### src/rtl/dw_pkg.sv
package dw_pkg;
  localparam int FRAME_W  = 24;
  localparam int OP_W     = 4;
  localparam int ADDR_W   = 4;
  localparam int OP_MSB   = FRAME_W - 1;
  localparam int OP_LSB   = FRAME_W - OP_W;
  localparam int ADDR_MSB = OP_LSB - 1;
  localparam int ADDR_LSB = OP_LSB - ADDR_W;

  typedef enum logic [OP_W-1:0] {
    OP_NOP        = 4'd0,
    OP_RELOAD     = 4'd1,
    OP_STORE      = 4'd2,
    OP_RELOAD_ALL = 4'd8,
    OP_RD_NV      = 4'd9,
    OP_RD_WIPER   = 4'd10,
    OP_WRITE      = 4'd11
  } op_e;
endpackage

### src/rtl/dw_sync.sv
module dw_sync #(
  parameter int W = 1,
  parameter int STAGES = 2,
  parameter logic [W-1:0] RST_VAL = '0
) (
  input  logic         clk,
  input  logic         rst,
  input  logic [W-1:0] d,
  output logic [W-1:0] q
);
  logic [W-1:0] stage [STAGES];

  for (genvar g = 0; g < STAGES; g++) begin : g_stage
    if (g == 0) begin : g_first
      always_ff @(posedge clk) begin
        if (rst) stage[0] <= RST_VAL;
        else     stage[0] <= d;
      end
    end else begin : g_next
      always_ff @(posedge clk) begin
        if (rst) stage[g] <= RST_VAL;
        else     stage[g] <= stage[g-1];
      end
    end
  end

  assign q = stage[STAGES-1];
endmodule

### src/rtl/dw_shifter.sv
module dw_shifter #(
  parameter int FRAME_W = 24,
  parameter int CNT_W = 5
) (
  input  logic               clk,
  input  logic               rst,
  input  logic               sclk_rise,
  input  logic               csn_s,
  input  logic               csn_fall,
  input  logic               sdi_s,
  input  logic               load_en,
  input  logic [FRAME_W-1:0] load_word,
  output logic [FRAME_W-1:0] shreg,
  output logic [CNT_W-1:0]   bit_cnt,
  output logic               sdo
);
  localparam logic [CNT_W-1:0] CNT_MAX = CNT_W'(FRAME_W + 1);

  logic shift_en;
  assign shift_en = !csn_s && sclk_rise;

  always_ff @(posedge clk) begin
    if (rst) begin
      shreg <= '0;
    end else if (load_en) begin
      shreg <= load_word;
    end else if (shift_en) begin
      shreg <= {shreg[FRAME_W-2:0], sdi_s};
    end
  end

  always_ff @(posedge clk) begin
    if (rst) begin
      bit_cnt <= '0;
    end else if (csn_fall) begin
      bit_cnt <= '0;
    end else if (shift_en && bit_cnt != CNT_MAX) begin
      bit_cnt <= bit_cnt + 1'b1;
    end
  end

  always_ff @(posedge clk) begin
    if (rst) sdo <= 1'b1;
    else     sdo <= csn_s ? 1'b1 : shreg[FRAME_W-1];
  end
endmodule

### src/rtl/dw_decode.sv
module dw_decode
  import dw_pkg::*;
#(
  parameter int CH = 2,
  parameter int WW = 10
) (
  input  logic                    clk,
  input  logic                    rst,
  input  logic                    go,
  input  logic [FRAME_W-1:0]      frame,
  input  logic                    wp_ok,
  input  logic [CH-1:0][WW-1:0]   wiper_now,
  input  logic [CH-1:0][WW-1:0]   nv_now,
  output logic [CH-1:0]           wr_mask,
  output logic [CH-1:0][WW-1:0]   wr_val,
  output logic                    rd_load,
  output logic [FRAME_W-1:0]      rd_word,
  output logic                    store_req,
  output logic [ADDR_W-1:0]       store_addr,
  output logic [WW-1:0]           store_data
);
  op_e               op;
  logic [ADDR_W-1:0] addr;
  logic [WW-1:0]     data;
  logic [CH-1:0]     hit;
  logic              addr_ok;
  logic [WW-1:0]     sel_wiper, sel_nv;
  logic              unused_bits;

  assign op          = op_e'(frame[OP_MSB:OP_LSB]);
  assign addr        = frame[ADDR_MSB:ADDR_LSB];
  assign data        = frame[WW-1:0];
  assign unused_bits = ^frame[ADDR_LSB-1:WW];

  for (genvar g = 0; g < CH; g++) begin : g_hit
    assign hit[g] = (addr == ADDR_W'(g));
  end
  assign addr_ok = |hit;

  always_comb begin
    sel_wiper = '0;
    sel_nv    = '0;
    for (int i = 0; i < CH; i++) begin
      if (hit[i]) begin
        sel_wiper = wiper_now[i];
        sel_nv    = nv_now[i];
      end
    end
  end

  logic [CH-1:0]         n_mask;
  logic [CH-1:0][WW-1:0] n_val;
  logic                  n_rd;
  logic [FRAME_W-1:0]    n_word;
  logic                  n_st;

  always_comb begin
    n_mask = '0;
    n_val  = '0;
    n_rd   = 1'b0;
    n_word = '0;
    n_st   = 1'b0;
    case (op)
      OP_WRITE: begin
        if (wp_ok) n_mask = hit;
        for (int i = 0; i < CH; i++) n_val[i] = data;
      end
      OP_RELOAD: begin
        if (wp_ok) n_mask = hit;
        n_val = nv_now;
      end
      OP_RELOAD_ALL: begin
        if (wp_ok) n_mask = '1;
        n_val = nv_now;
      end
      OP_STORE: n_st = addr_ok;
      OP_RD_NV: begin
        n_rd   = 1'b1;
        n_word = FRAME_W'(sel_nv);
      end
      OP_RD_WIPER: begin
        n_rd   = 1'b1;
        n_word = FRAME_W'(sel_wiper);
      end
      default: ;
    endcase
  end

  always_ff @(posedge clk) begin
    if (rst) begin
      wr_mask    <= '0;
      wr_val     <= '0;
      rd_load    <= 1'b0;
      rd_word    <= '0;
      store_req  <= 1'b0;
      store_addr <= '0;
      store_data <= '0;
    end else if (go) begin
      wr_mask    <= n_mask;
      wr_val     <= n_val;
      rd_load    <= n_rd;
      rd_word    <= n_word;
      store_req  <= n_st;
      store_addr <= addr;
      store_data <= sel_wiper;
    end else begin
      wr_mask   <= '0;
      rd_load   <= 1'b0;
      store_req <= 1'b0;
    end
  end
endmodule

### src/rtl/dw_wiper_bank.sv
module dw_wiper_bank #(
  parameter int CH = 2,
  parameter int WW = 10,
  parameter int RESET_POS = 512
) (
  input  logic                  clk,
  input  logic                  rst,
  input  logic                  preset_ld,
  input  logic [CH-1:0][WW-1:0] nv_now,
  input  logic [CH-1:0]         wr_mask,
  input  logic [CH-1:0][WW-1:0] wr_val,
  output logic [CH-1:0][WW-1:0] wiper
);
  for (genvar g = 0; g < CH; g++) begin : g_ch
    always_ff @(posedge clk) begin
      if (rst)             wiper[g] <= WW'(RESET_POS);
      else if (preset_ld)  wiper[g] <= nv_now[g];
      else if (wr_mask[g]) wiper[g] <= wr_val[g];
    end
  end
endmodule

### src/rtl/dual_wiper_serial_ctrl.sv
module dual_wiper_serial_ctrl
  import dw_pkg::*;
#(
  parameter int CH = 2,
  parameter int WW = 10,
  parameter int SYNC = 2,
  parameter int RESET_POS = 512
) (
  input  logic               clk,
  input  logic               rst,
  input  logic               ser_clk,
  input  logic               ser_csn,
  input  logic               ser_sdi,
  output logic               ser_sdo,
  input  logic               wp_n,
  input  logic               preset_n,
  input  logic [CH*WW-1:0]   nv_val,
  output logic               store_req,
  output logic [ADDR_W-1:0]  store_addr,
  output logic [WW-1:0]      store_data,
  output logic [CH*WW-1:0]   wiper_pos
);
  localparam int CNT_W = $clog2(FRAME_W + 2);

  logic [4:0] sync_q;
  logic sclk_s, csn_s, sdi_s, wp_s, pr_s;
  logic sclk_d, csn_d, pr_d;
  logic sclk_rise, csn_fall, csn_rise, preset_ld, go;

  dw_sync #(.W(5), .STAGES(SYNC), .RST_VAL(5'b01011)) u_sync (
    .clk(clk), .rst(rst),
    .d({ser_clk, ser_csn, ser_sdi, wp_n, preset_n}),
    .q(sync_q)
  );
  assign {sclk_s, csn_s, sdi_s, wp_s, pr_s} = sync_q;

  always_ff @(posedge clk) begin
    if (rst) begin
      sclk_d <= 1'b0;
      csn_d  <= 1'b1;
      pr_d   <= 1'b1;
    end else begin
      sclk_d <= sclk_s;
      csn_d  <= csn_s;
      pr_d   <= pr_s;
    end
  end

  assign sclk_rise = sclk_s & ~sclk_d;
  assign csn_fall  = csn_d & ~csn_s;
  assign csn_rise  = ~csn_d & csn_s;
  assign preset_ld = pr_s & ~pr_d;

  logic [FRAME_W-1:0]    shreg;
  logic [CNT_W-1:0]      bit_cnt;
  logic [CH-1:0]         wr_mask;
  logic [CH-1:0][WW-1:0] wr_val;
  logic                  rd_load;
  logic [FRAME_W-1:0]    rd_word;
  logic [CH-1:0][WW-1:0] wiper;
  logic [CH-1:0][WW-1:0] nv_arr;

  assign nv_arr = nv_val;
  assign go     = csn_rise && (bit_cnt == CNT_W'(FRAME_W));

  dw_shifter #(.FRAME_W(FRAME_W), .CNT_W(CNT_W)) u_shift (
    .clk(clk), .rst(rst),
    .sclk_rise(sclk_rise), .csn_s(csn_s), .csn_fall(csn_fall), .sdi_s(sdi_s),
    .load_en(rd_load), .load_word(rd_word),
    .shreg(shreg), .bit_cnt(bit_cnt), .sdo(ser_sdo)
  );

  dw_decode #(.CH(CH), .WW(WW)) u_dec (
    .clk(clk), .rst(rst), .go(go), .frame(shreg), .wp_ok(wp_s),
    .wiper_now(wiper), .nv_now(nv_arr),
    .wr_mask(wr_mask), .wr_val(wr_val),
    .rd_load(rd_load), .rd_word(rd_word),
    .store_req(store_req), .store_addr(store_addr), .store_data(store_data)
  );

  dw_wiper_bank #(.CH(CH), .WW(WW), .RESET_POS(RESET_POS)) u_bank (
    .clk(clk), .rst(rst), .preset_ld(preset_ld), .nv_now(nv_arr),
    .wr_mask(wr_mask), .wr_val(wr_val), .wiper(wiper)
  );

  assign wiper_pos = wiper;
endmodule

### config.mk
export PLATFORM = sky130hd
export DESIGN_NAME = dual_wiper_serial_ctrl
export DESIGN_NICKNAME = d
export VERILOG_FILES = /design/src/rtl/dw_pkg.sv /design/src/rtl/dw_sync.sv /design/src/rtl/dw_shifter.sv /design/src/rtl/dw_decode.sv /design/src/rtl/dw_wiper_bank.sv /design/src/rtl/dual_wiper_serial_ctrl.sv
export SDC_FILE = /design/constraint.sdc
export NUM_CORES = 1
export LEC_CHECK = 0
export BUFFER_PORTS_ARGS = -buffer_cell sky130_fd_sc_hd__clkbuf_2
export CAP_MARGIN = 15
export CORE_ASPECT_RATIO = 1.5
export CORE_MARGIN = 2
export CORE_UTILIZATION = 35
export DETAILED_ROUTE_END_ITERATION = 10
export GPL_TIMING_DRIVEN = 0
export SETUP_SLACK_MARGIN = 0.15
export SYNTH_ARGS = -nofsm -noshare
export SYNTH_HDL_FRONTEND = slang
export SYNTH_SLANG_ARGS = --single-unit
### constraint.sdc
create_clock -name clk -period 5.36 [get_ports clk]
set_input_delay 0.536 -clock clk [delete_from_list [all_inputs] [get_ports clk]]
set_output_delay 0.536 -clock clk [all_outputs]
set_load 0.05 [all_outputs]
==> results of run 1 <==
[path summary, 6_finish.rpt]
path / from / endpoint / slack (ns) / depth (start not counted)
worst min-delay path: preset_n / u_sync.stage[0][0] / 0.37 / 2
worst max-delay path: u_shift.shreg[16] / u_dec.rd_word[5] / 3.20 / 5
worst max register to register: u_shift.shreg[16] / u_dec.rd_word[5] / 3.20 / 5
worst min register to register: u_sync.stage[0][3] / u_sync.stage[1][3] / 0.41 / 1
[layer usage]
| metal | global-route usage, % | vias to the layer above | routed length (µm) |
|---|---|---|---|
| li1 | - | 2007 | - |
| met1 | 19.81 | 1970 | 5240 |
| met2 | 34.86 | 89 | 7252 |
| met3 | 3.266 | 31 | 547 |
| met4 | 9.932 | 0 | 525 |
| met5 | 0 | - | 0 |
[final cells by class]
class | instances | area, µm²
fillers | 1344 | 7526
multi-input cells | 382 | 2250
plain buffers | 45 | 201.4
well taps | 159 | 198.9
clock inverters | 3 | 43.79
flip-flops and latches | 111 | 2222
inverters | 5 | 18.77
clock buffers | 12 | 246.5
repair buffers | 62 | 310.3
[power by group]
group | switching [mW] | internal [mW] | leakage, nW | total [mW]
Clock | 0.296 | 0.373 | 0.143 | 0.670
Sequential | 0.00574 | 0.833 | 0.898 | 0.839
Combinational | 0.0585 | 0.0240 | 0.929 | 0.0825
Total | 0.361 | 1.23 | 1.97 | 1.59
[logic make-up after synthesis]
| logic type | Yosys count |
|---|---|
| adder cells (fa/ha/maj) | 3 |
| XOR/XNOR | 5 |
| multiplexers | 41 |
| AND/OR/NAND/NOR | 213 |
| AO/OA/AOI/OAI | 120 |
| buffers and inverters | 50 |
| flip-flops | 111 |
[state kept, by name (all words and copies together) (netlist names)]
register          cells
csn_d                 1
pr_d                  1
sclk_d                1
u_bank.wiper         20
u_dec.rd_load         1
u_dec.rd_word        10
u_dec.store_addr      4
u_dec.store_data     10
u_dec.store_req       1
u_dec.wr_mask         2
u_dec.wr_val         20
u_shift.bit_cnt       5
u_shift.sdo           1
u_shift.shreg        24
u_sync.stage         10
[stage by stage]
stage	cells	power, mW	area, µm²
after CTS	779	1.603	5492
final	779	1.592	5492
after detailed placement	764	0.9410	5201
after floorplan	543	0.9058	4692
after global placement	764	0.9396	5201
after global routing	779	1.642	5492
[cells in the final DEF, fill, tap and decap left out, drive strengths merged, types with 2 or more instances in the layout]
cell / count
a211oi: 40
dfxtp: 111
o211ai: 4
xnor2: 2
nand4bb: 2
nor3: 7
clkbuf: 97
a32oi: 5
a21oi: 52
nor2: 52
mux2: 4
or4: 2
o21ai: 7
and4b: 2
nor4: 3
a21o: 11
ha: 3
buf: 22
nand4: 6
clkinv: 2
or3: 7
nand2b: 4
mux2i: 37
nor2b: 5
and3b: 2
inv: 5
or2: 9
nand2: 109
xor2: 3
==> impl_metrics.env, run 1 <==
export IMPL_cpMaxStageDelayCell="clkbuf_1"
export IMPL_syn_inst=543
export IMPL_vias_per_cell=5.259
export IMPL_core_um2=13020
export IMPL_seq_area_frac_synth_pct=47.36
export IMPL_rsz0062_at_grt="false"
export IMPL_synthTopCellsByArea="dfxtp_1, nand2_1, mux2i_1, a211oi_1, a21oi_1"
export IMPL_numCtsBuffers=9
export IMPL_ant_nets=0
export IMPL_clock_root_buffer="clkbuf_16"
export IMPL_cp_slowest_stage_delay_ns=0.62
export IMPL_area_growth_pct=17.04
export IMPL_port_buffers=62
export IMPL_status="complete, no violations"
export IMPL_synth_xor_area_share_pct=0.9333
export IMPL_num_io_pins=63
export IMPL_grt_pass1_vias=4097
export IMPL_hp_class="in2reg"
export IMPL_synth_compound_area_share_pct=16.64
export IMPL_routed_wl_um=13570
export IMPL_overflow=0
export IMPL_cts_setup_buffers=0
export IMPL_synth_top_family_by_area="simple AND/OR/NAND/NOR gates"
export IMPL_cp_cell_sequence="buf_2, buf_2, clkbuf_1, mux2i_1, o211ai_2"
export IMPL_final_max_slew_violation_count=0
export IMPL_synth_enable_flop_cells=0
export IMPL_avgSynthCellArea_um2=8.641
export IMPL_die_area_um2=14370
export IMPL_setup_tns_ns=0
export IMPL_drc=0
export IMPL_grt_max_degree=17
export IMPL_synth_top_cell_area_share_pct=47.36
export IMPL_syn_cell_area_um2=4692
export IMPL_arrival_ns=2.40
export IMPL_post_route_period_util_pct=40.39
export IMPL_yosys_area_top_type="dfxtp_1"
export IMPL_critPathLaunchType="flop"
export IMPL_critPathKind="reg2reg"
export IMPL_cts_tree="yes"
export IMPL_required_ns=5.60
export IMPL_wl_per_cell_um=17.41
export IMPL_synth_adder_area_share_pct=0.8000
export IMPL_ys_flop_type="dfxtp_1"
export IMPL_track_usage_pct=18.79
export IMPL_holdBufCountCts=0
export IMPL_num_vias=4097
export IMPL_maxCapViolations=0
export IMPL_nets=646
export IMPL_antenna_found_initial=0
export IMPL_cp_buffers_inverters=3
export IMPL_layout_setup_ws_ns=3.195
export IMPL_yosysUniqueCellTypes=39
export IMPL_die_h_um=145.8
export IMPL_cp_common_cell="buf_2"
export IMPL_initial_core_util_pct=36.04
export IMPL_end_kind="flop"
export IMPL_crit_family="buffers and inverters"
export IMPL_die_x_um=98.54
export IMPL_cts_buffer_depth=2
export IMPL_period_minus_slack_ns=2.165
export IMPL_path_max_fanout=10
export IMPL_fin_worst_hold_slack_ns=0.3652
export IMPL_post_place_ws_ns=3.178
export IMPL_fmax_mhz=461.9
export IMPL_drt_pass1_iterations=4
export IMPL_p_per_area_nw_per_um2=289.8
export IMPL_gp_congestion=0.9346
export IMPL_htreeDepth=3
export IMPL_hpwlAfterDp_um=10220
export IMPL_clk_latency_ns=0.35
export IMPL_async_reset_ff_share_pct=0
export IMPL_ys_top_cells_by_count="dfxtp_1, nand2_1, a21oi_1, nor2_1, a211oi_1"
export IMPL_synth_seq_cells=111
export IMPL_num_rows=51
export IMPL_yosys_warnings=0
export IMPL_drtIter0Drc=147
export IMPL_cts_sinks=111
export IMPL_power_leakage_nw=1.970
export IMPL_fin_util_pct=42.19
export IMPL_grt_pass1_wl_um=21060
export IMPL_finClkSkew_ns=0.008511
export IMPL_relSlewSlack_pct=35.44
export IMPL_synth_simple_area_share_pct=20.72
export IMPL_worstMarginPinSlew_ns=0.9684
export IMPL_max_vdd_ir_drop_mv=0.1643
export IMPL_syn_num_nets=573
export IMPL_num_antenna_cells=0
export IMPL_setup_viol=0
export IMPL_cts_resized=0
export IMPL_clk_pin_slew_worst_paths_ns=0.07
export IMPL_drive_above_1_share_pct=18.87
export IMPL_synthMuxAreaShare_pct=8.853
export IMPL_hold_violations=0
export IMPL_yosysMostFrequentCell="dfxtp_1"
Power figures use the tool's default switching activity.
==> inputs of run 2 (changes only) <==
- clock period: 5.36 -> 1.81 ns (I/O delays scaled with it)
==> run 2 against run 1 <==
Net effect: cell count rose by 2.1%; global-route usage is 0.49 points higher; design area rose by 9.3%; sequential power increased to 3.0 times the previous value; clock power rose to 3.4 times the previous value; register-to-register slack worse by 3.1 ns; routed wire length grew 5.2%; critical path depth is 1 lower; via count grew 1.6%; combinational power rose to 3.1 times the previous value; flip-flop and latch count stayed put; setup slack got worse by 3.1 ns; largest power group unchanged; highest routed layer unchanged.
==> impl_metrics.env, run 2 (synthesis results as in run 1) <==
export IMPL_mostFrequentLayoutCells="nand2_1, dfxtp_1, clkbuf_2"
export IMPL_netSwitchingFraction_pct=22.53
export IMPL_numCtsBuffers=9
export IMPL_placed_cells=764
export IMPL_finClkSkew_ns=0.01089
export IMPL_worstMarginPinSlew_ns=0.8806
export IMPL_reg2reg_to="u_dec.rd_word[1]"
export IMPL_num_io_pins=63
export IMPL_pwr_share_clk_pct=45.2
export IMPL_dpl_instance_area_um2=5207
export IMPL_p_per_area_nw_per_um2=832.0
export IMPL_min_from="ser_csn"
export IMPL_critPathKind="reg2reg"
export IMPL_crit_family="simple AND/OR/NAND/NOR gates"
export IMPL_p_comb_share_pct=5.2
export IMPL_arrival_ns=2.01
export IMPL_post_place_ws_ns=-0.2992
export IMPL_wl_per_cell_um=17.95
export IMPL_htreeDepth=3
export IMPL_hold_end="u_sync.stage[0][3]"
export IMPL_area_growth_pct=27.97
export IMPL_status="complete, no violations"
export IMPL_core_um2=13020
export IMPL_drc=0
export IMPL_startpoint="u_shift.shreg[17]"
export IMPL_reg_top3="u_shift.shreg (24), u_bank.wiper (20), u_dec.wr_val (20)"
export IMPL_overflow=0
export IMPL_max_vdd_ir_drop_mv=0.4553
export IMPL_vias_per_cell=5.238
export IMPL_path_max_fanout=5
export IMPL_r2r_slack_ns=0.09
export IMPL_end_kind="flop"
export IMPL_cts_buffer_depth=2
export IMPL_gp_congestion=0.9052
export IMPL_final_max_slew_violation_count=0
export IMPL_layout_setup_ws_ns=0.09098
export IMPL_switching_power_mw=1.126
export IMPL_post_route_period_util_pct=94.97
export IMPL_die_x_um=98.54
export IMPL_cp_buffers_inverters=1
export IMPL_largest_reg_flops=24
export IMPL_grt_pass1_vias=4316
export IMPL_relSlewSlack_pct=41.29
export IMPL_power_mw=4.996
export IMPL_clk_pin_slew_worst_paths_ns=0.08
export IMPL_die_h_um=145.8
export IMPL_drtIter0Drc=246
export IMPL_period_minus_slack_ns=1.719
export IMPL_stdcell_count=795
export IMPL_hold_path_depth=2
export IMPL_clock_root_buffer="clkbuf_16"
export IMPL_final_common_cell="nand2_1"
export IMPL_critPathLaunchType="flop"
export IMPL_drive_above_1_share_pct=28.46
export IMPL_fin_util_pct=46.13
export IMPL_cts_sinks=111
export IMPL_cts_tree="yes"
export IMPL_track_usage_pct=19.28
export IMPL_seq_power_share_pct=49.7
export IMPL_required_ns=2.10
export IMPL_cp_slowest_stage_delay_ns=0.58
export IMPL_initial_core_util_pct=36.04
export IMPL_num_rows=51
export IMPL_r2r_start="u_shift.shreg[17]"
export IMPL_power_leakage_nw=2.212
export IMPL_maxCapViolations=0
export IMPL_port_buffers=62
export IMPL_design_area_um2=6005
export IMPL_reg2reg_depth=4
export IMPL_rsz0062_at_grt="true"
export IMPL_num_antenna_cells=0
export IMPL_nets=661
export IMPL_hold_violations=0
export IMPL_routed_wl_um=14270
export IMPL_cpMaxStageDelayCell="or4_4"
export IMPL_setup_viol=0
export IMPL_fmax_mhz=581.7
export IMPL_grt_pass1_wl_um=22030
export IMPL_grt_max_degree=18
export IMPL_die_area_um2=14370
export IMPL_num_vias=4164
export IMPL_clk_latency_ns=0.36
export IMPL_ant_nets=0
export IMPL_antenna_found_initial=0
export IMPL_internal_power_mw=3.870
export IMPL_drt_pass1_iterations=4
export IMPL_hpwlAfterDp_um=10110
export IMPL_cp_cell_sequence="or3_4, or4_4, buf_8, o211ai_2"
export IMPL_regMostFlops="u_shift.shreg"
export IMPL_hp_class="in2reg"
run 2: cell types whose count changed in the layout (fill, tap and decap cells not counted), moves of 5 or more:
cell and delta:
o21ai_2 +5, buf_4 +13, clkbuf_4 +5, clkbuf_2 +7
buf_2 -10, clkbuf_1 -12, dfxtp_1 -5, o21ai_1 -5
run 2: repair_timing:
item,4_1_cts,5_1_grt
pin swaps,3,10
gates resized for setup,37,52
endpoints found under the setup margin,78,76
hold buffers,0,0
cloned,1,2
hold endpoints to repair,0,0
setup buffers,7,6
run 2: worst max path at each step:
| stage | to | slack [ns] | cells after the start |
|---|---|---|---|
| 5_1_grt | u_dec.rd_word[1] | 0.05 | 8 |
| 3_5_place_dp | u_dec.rd_word[5] | -0.30 | 5 |
| 6_report | u_dec.rd_word[1] | 0.09 | 4 |
| 4_1_cts | u_dec.rd_word[5] | 0.11 | 8 |
| 2_1_floorplan | u_dec.rd_word[8] | 0.16 | 9 |
| 3_3_place_gp | u_dec.rd_word[5] | -0.27 | 5 |
run 2: stage by stage:
step,hold WS [ns],setup TNS (ns)
after floorplan,0.2848,0
after global placement,0.3639,-1.896
after detailed placement,0.3707,-3.574
after CTS,0.009119,0
after global routing,0.02066,0
final,0.009132,0
run 2: cell type report:
type / count / area, µm²
clock inverter: 4 / 76.32
tap: 159 / 198.9
sequential: 111 / 2236
fill: 1277 / 7013
buffer: 44 / 289.0
timing repair buffer: 78 / 489.2
multi-input combinational: 382 / 2427
clock buffer: 12 / 266.5
inverter: 5 / 21.27
run 2: power groups by stage:
stage	combinational, mW	clock [mW]	sequential, mW
CTS	0.251	2.26	2.48
detailed placement	0.246	0	2.54
global route	0.275	2.36	2.48
finish	0.257	2.26	2.48
floorplan	0.0928	0	2.59
global placement	0.242	0	2.54
run 2: per-layer routing:
layer / track usage (%) / share of wire (%)
met4: 10.82 / 3.8
met2: 34.42 / 53
met5: 0 / 0
met3: 2.690 / 3.4
met1: 21.65 / 40
run 2: worst reg2reg max path: stages, from the launching register on:
cell and delay (ns):
dfxtp_4 0.36, or3_4 0.40, or4_4 0.58, buf_8 0.17, o211ai_2 0.15
==> inputs of run 3 (changes only) <==
- BUFFER_PORTS_ARGS: -buffer_cell sky130_fd_sc_hd__clkbuf_2 -> not set
- CORE_UTILIZATION: 35 -> 57
- DONT_BUFFER_PORTS: not set -> 1
- GPL_TIMING_DRIVEN: 0 -> not set
- PLACE_DENSITY: not set -> 0.75
==> run 3 against run 2 <==
Net effect: the run now ends with hold timing left; setup slack improved by 0.081 ns; flip-flop and latch count did not move; clock skew fell by 0.0018 ns; via count fell by 1.7%; routed wire length fell by 14%; critical endpoint unchanged; total power fell by 1.7%; global-route usage rose by 7.6 points; clock power fell by 4%; highest routed layer unchanged; sequential share of layout area rose by 1.4 points.
==> impl_metrics.env, run 3 (synthesis results as in run 1) <==
export IMPL_die_h_um=115.1
export IMPL_port_buffers=0
export IMPL_path_max_fanout=5
export IMPL_vias_per_cell=5.889
export IMPL_hp_class="in2reg"
export IMPL_clock_root_buffer="clkbuf_16"
export IMPL_placed_cells=639
export IMPL_grt_pass1_vias=4017
export IMPL_critPathLaunchType="flop"
export IMPL_stdcell_count=695
export IMPL_area_growth_pct=22.91
export IMPL_multi_input_area_um2=2308
export IMPL_setup_viol=0
export IMPL_ant_nets=0
export IMPL_mostFrequentLayoutCells="dfxtp_1, nand2_1, nor2_1, a21oi_1, a211oi_1"
export IMPL_cts_buffer_depth=2
export IMPL_grt_pass1_wl_um=18920
export IMPL_end_kind="flop"
export IMPL_seq_area_um2=2227
export IMPL_reg_top3="u_shift.shreg (24), u_bank.wiper (20), u_dec.wr_val (20)"
export IMPL_hold_violations=1
export IMPL_setup_tns_ns=0
export IMPL_min_from="nv_val[9]"
export IMPL_gp_congestion=0.8579
export IMPL_r2r_start="u_shift.shreg[17]"
export IMPL_hpwlAfterDp_um=7406
export IMPL_post_route_period_util_pct=90.49
export IMPL_die_x_um=78.08
export IMPL_p_per_area_nw_per_um2=851.6
export IMPL_numCtsBuffers=9
export IMPL_core_um2=8008
export IMPL_htreeDepth=3
export IMPL_drt_pass1_iterations=5
export IMPL_required_ns=2.08
export IMPL_dpl_instance_area_um2=4937
export IMPL_power_leakage_nw=2.029
export IMPL_initial_core_util_pct=58.59
export IMPL_wl_per_cell_um=17.73
export IMPL_worstMarginPinSlew_ns=0.5355
export IMPL_period_minus_slack_ns=1.638
export IMPL_relSlewSlack_pct=64.25
export IMPL_rsz0062_at_grt="true"
export IMPL_num_io_pins=63
export IMPL_largest_reg_flops=24
export IMPL_clk_pin_slew_worst_paths_ns=0.07
export IMPL_cts_tree="yes"
export IMPL_overflow=0
export IMPL_status="finished with violations"
export IMPL_violations="hold timing"
export IMPL_finClkSkew_ns=0.009068
export IMPL_final_common_cell="dfxtp_1"
export IMPL_final_max_slew_violation_count=0
export IMPL_grt_max_degree=74
export IMPL_startpoint="u_shift.shreg[17]"
export IMPL_max_vdd_ir_drop_mv=0.6714
export IMPL_num_vias=4093
export IMPL_nets=615
export IMPL_clk_latency_ns=0.35
export IMPL_antenna_found_initial=0
export IMPL_num_rows=40
export IMPL_drc=0
export IMPL_maxCapViolations=0
export IMPL_drtIter0Drc=353
export IMPL_die_area_um2=8989
export IMPL_critPathKind="reg2reg"
export IMPL_track_usage_pct=26.85
export IMPL_fin_worst_hold_slack_ns=-0.0009529
export IMPL_fmax_mhz=610.5
export IMPL_drive_above_1_share_pct=16.27
export IMPL_routed_wl_um=12320
export IMPL_regMostFlops="u_shift.shreg"
export IMPL_nFillCells=599
export IMPL_cts_sinks=111
export IMPL_num_antenna_cells=0
export IMPL_arrival_ns=1.91
export IMPL_design_area_um2=5767
## run 3: what timing repair did
item,4_1_cts,5_1_grt
hold buffers,34,0
gates cloned,1,2
hold endpoints to repair,83,0
setup endpoints to repair,26,14
setup buffers,3,0
pin swaps,5,2
gates resized for setup,6,12
## run 3: cell type report
type | count | area share [%]
multi-input combinational | 383 | 40.03
clock inverter | 6 | 1.584
clock buffer | 10 | 4.144
tap | 105 | 2.278
sequential | 111 | 38.62
inverter | 5 | 0.3255
timing repair buffer | 75 | 13.02
## run 3: report_power, final
| part | leakage, nW | switching (mW) | internal, mW |
|---|---|---|---|
| registers | 0.899 | 0.0175 | 2.47 |
| logic | 0.979 | 0.151 | 0.113 |
| clock network | 0.151 | 0.907 | 1.26 |
| total | 2.03 | 1.08 | 3.83 |
## run 3: critical path, stage by stage, from the launching register on
cell and delay [ns]:
dfxtp_1 0.35, or3_4 0.44, or4_4 0.59, o211ai_2 0.18
## run 3: metrics by stage
stage | util, % | worst slack, ns | total power [mW]
2_1_floorplan | - | 0.1571 | 2.683
3_3_place_gp | 61.66 | 0.08956 | 2.697
3_5_place_dp | 61.66 | 0.01675 | 2.701
4_1_cts | 70.78 | 0.1524 | 4.908
5_1_grt | 72.02 | 0.1420 | 5.030
6_report | 72.02 | 0.1721 | 4.911
## run 3: final timing paths
path | endpoint | slack [ns] | cells after the start
setup / recovery | u_dec.rd_word[1] | 0.17 | 3
hold / removal | u_bank.wiper[9] | -0.001 | 2
setup reg to reg | u_dec.rd_word[1] | 0.17 | 3
hold reg to reg | u_sync.stage[1][0] | 0.41 | 1
## run 3: metal layers
| layer | global-route usage (%) | routed length, µm |
|---|---|---|
| met1 | 31.28 | 4873 |
| met2 | 47.76 | 6492 |
| met3 | 3.925 | 577 |
| met4 | 13.80 | 380 |
| met5 | 0 | 0 |
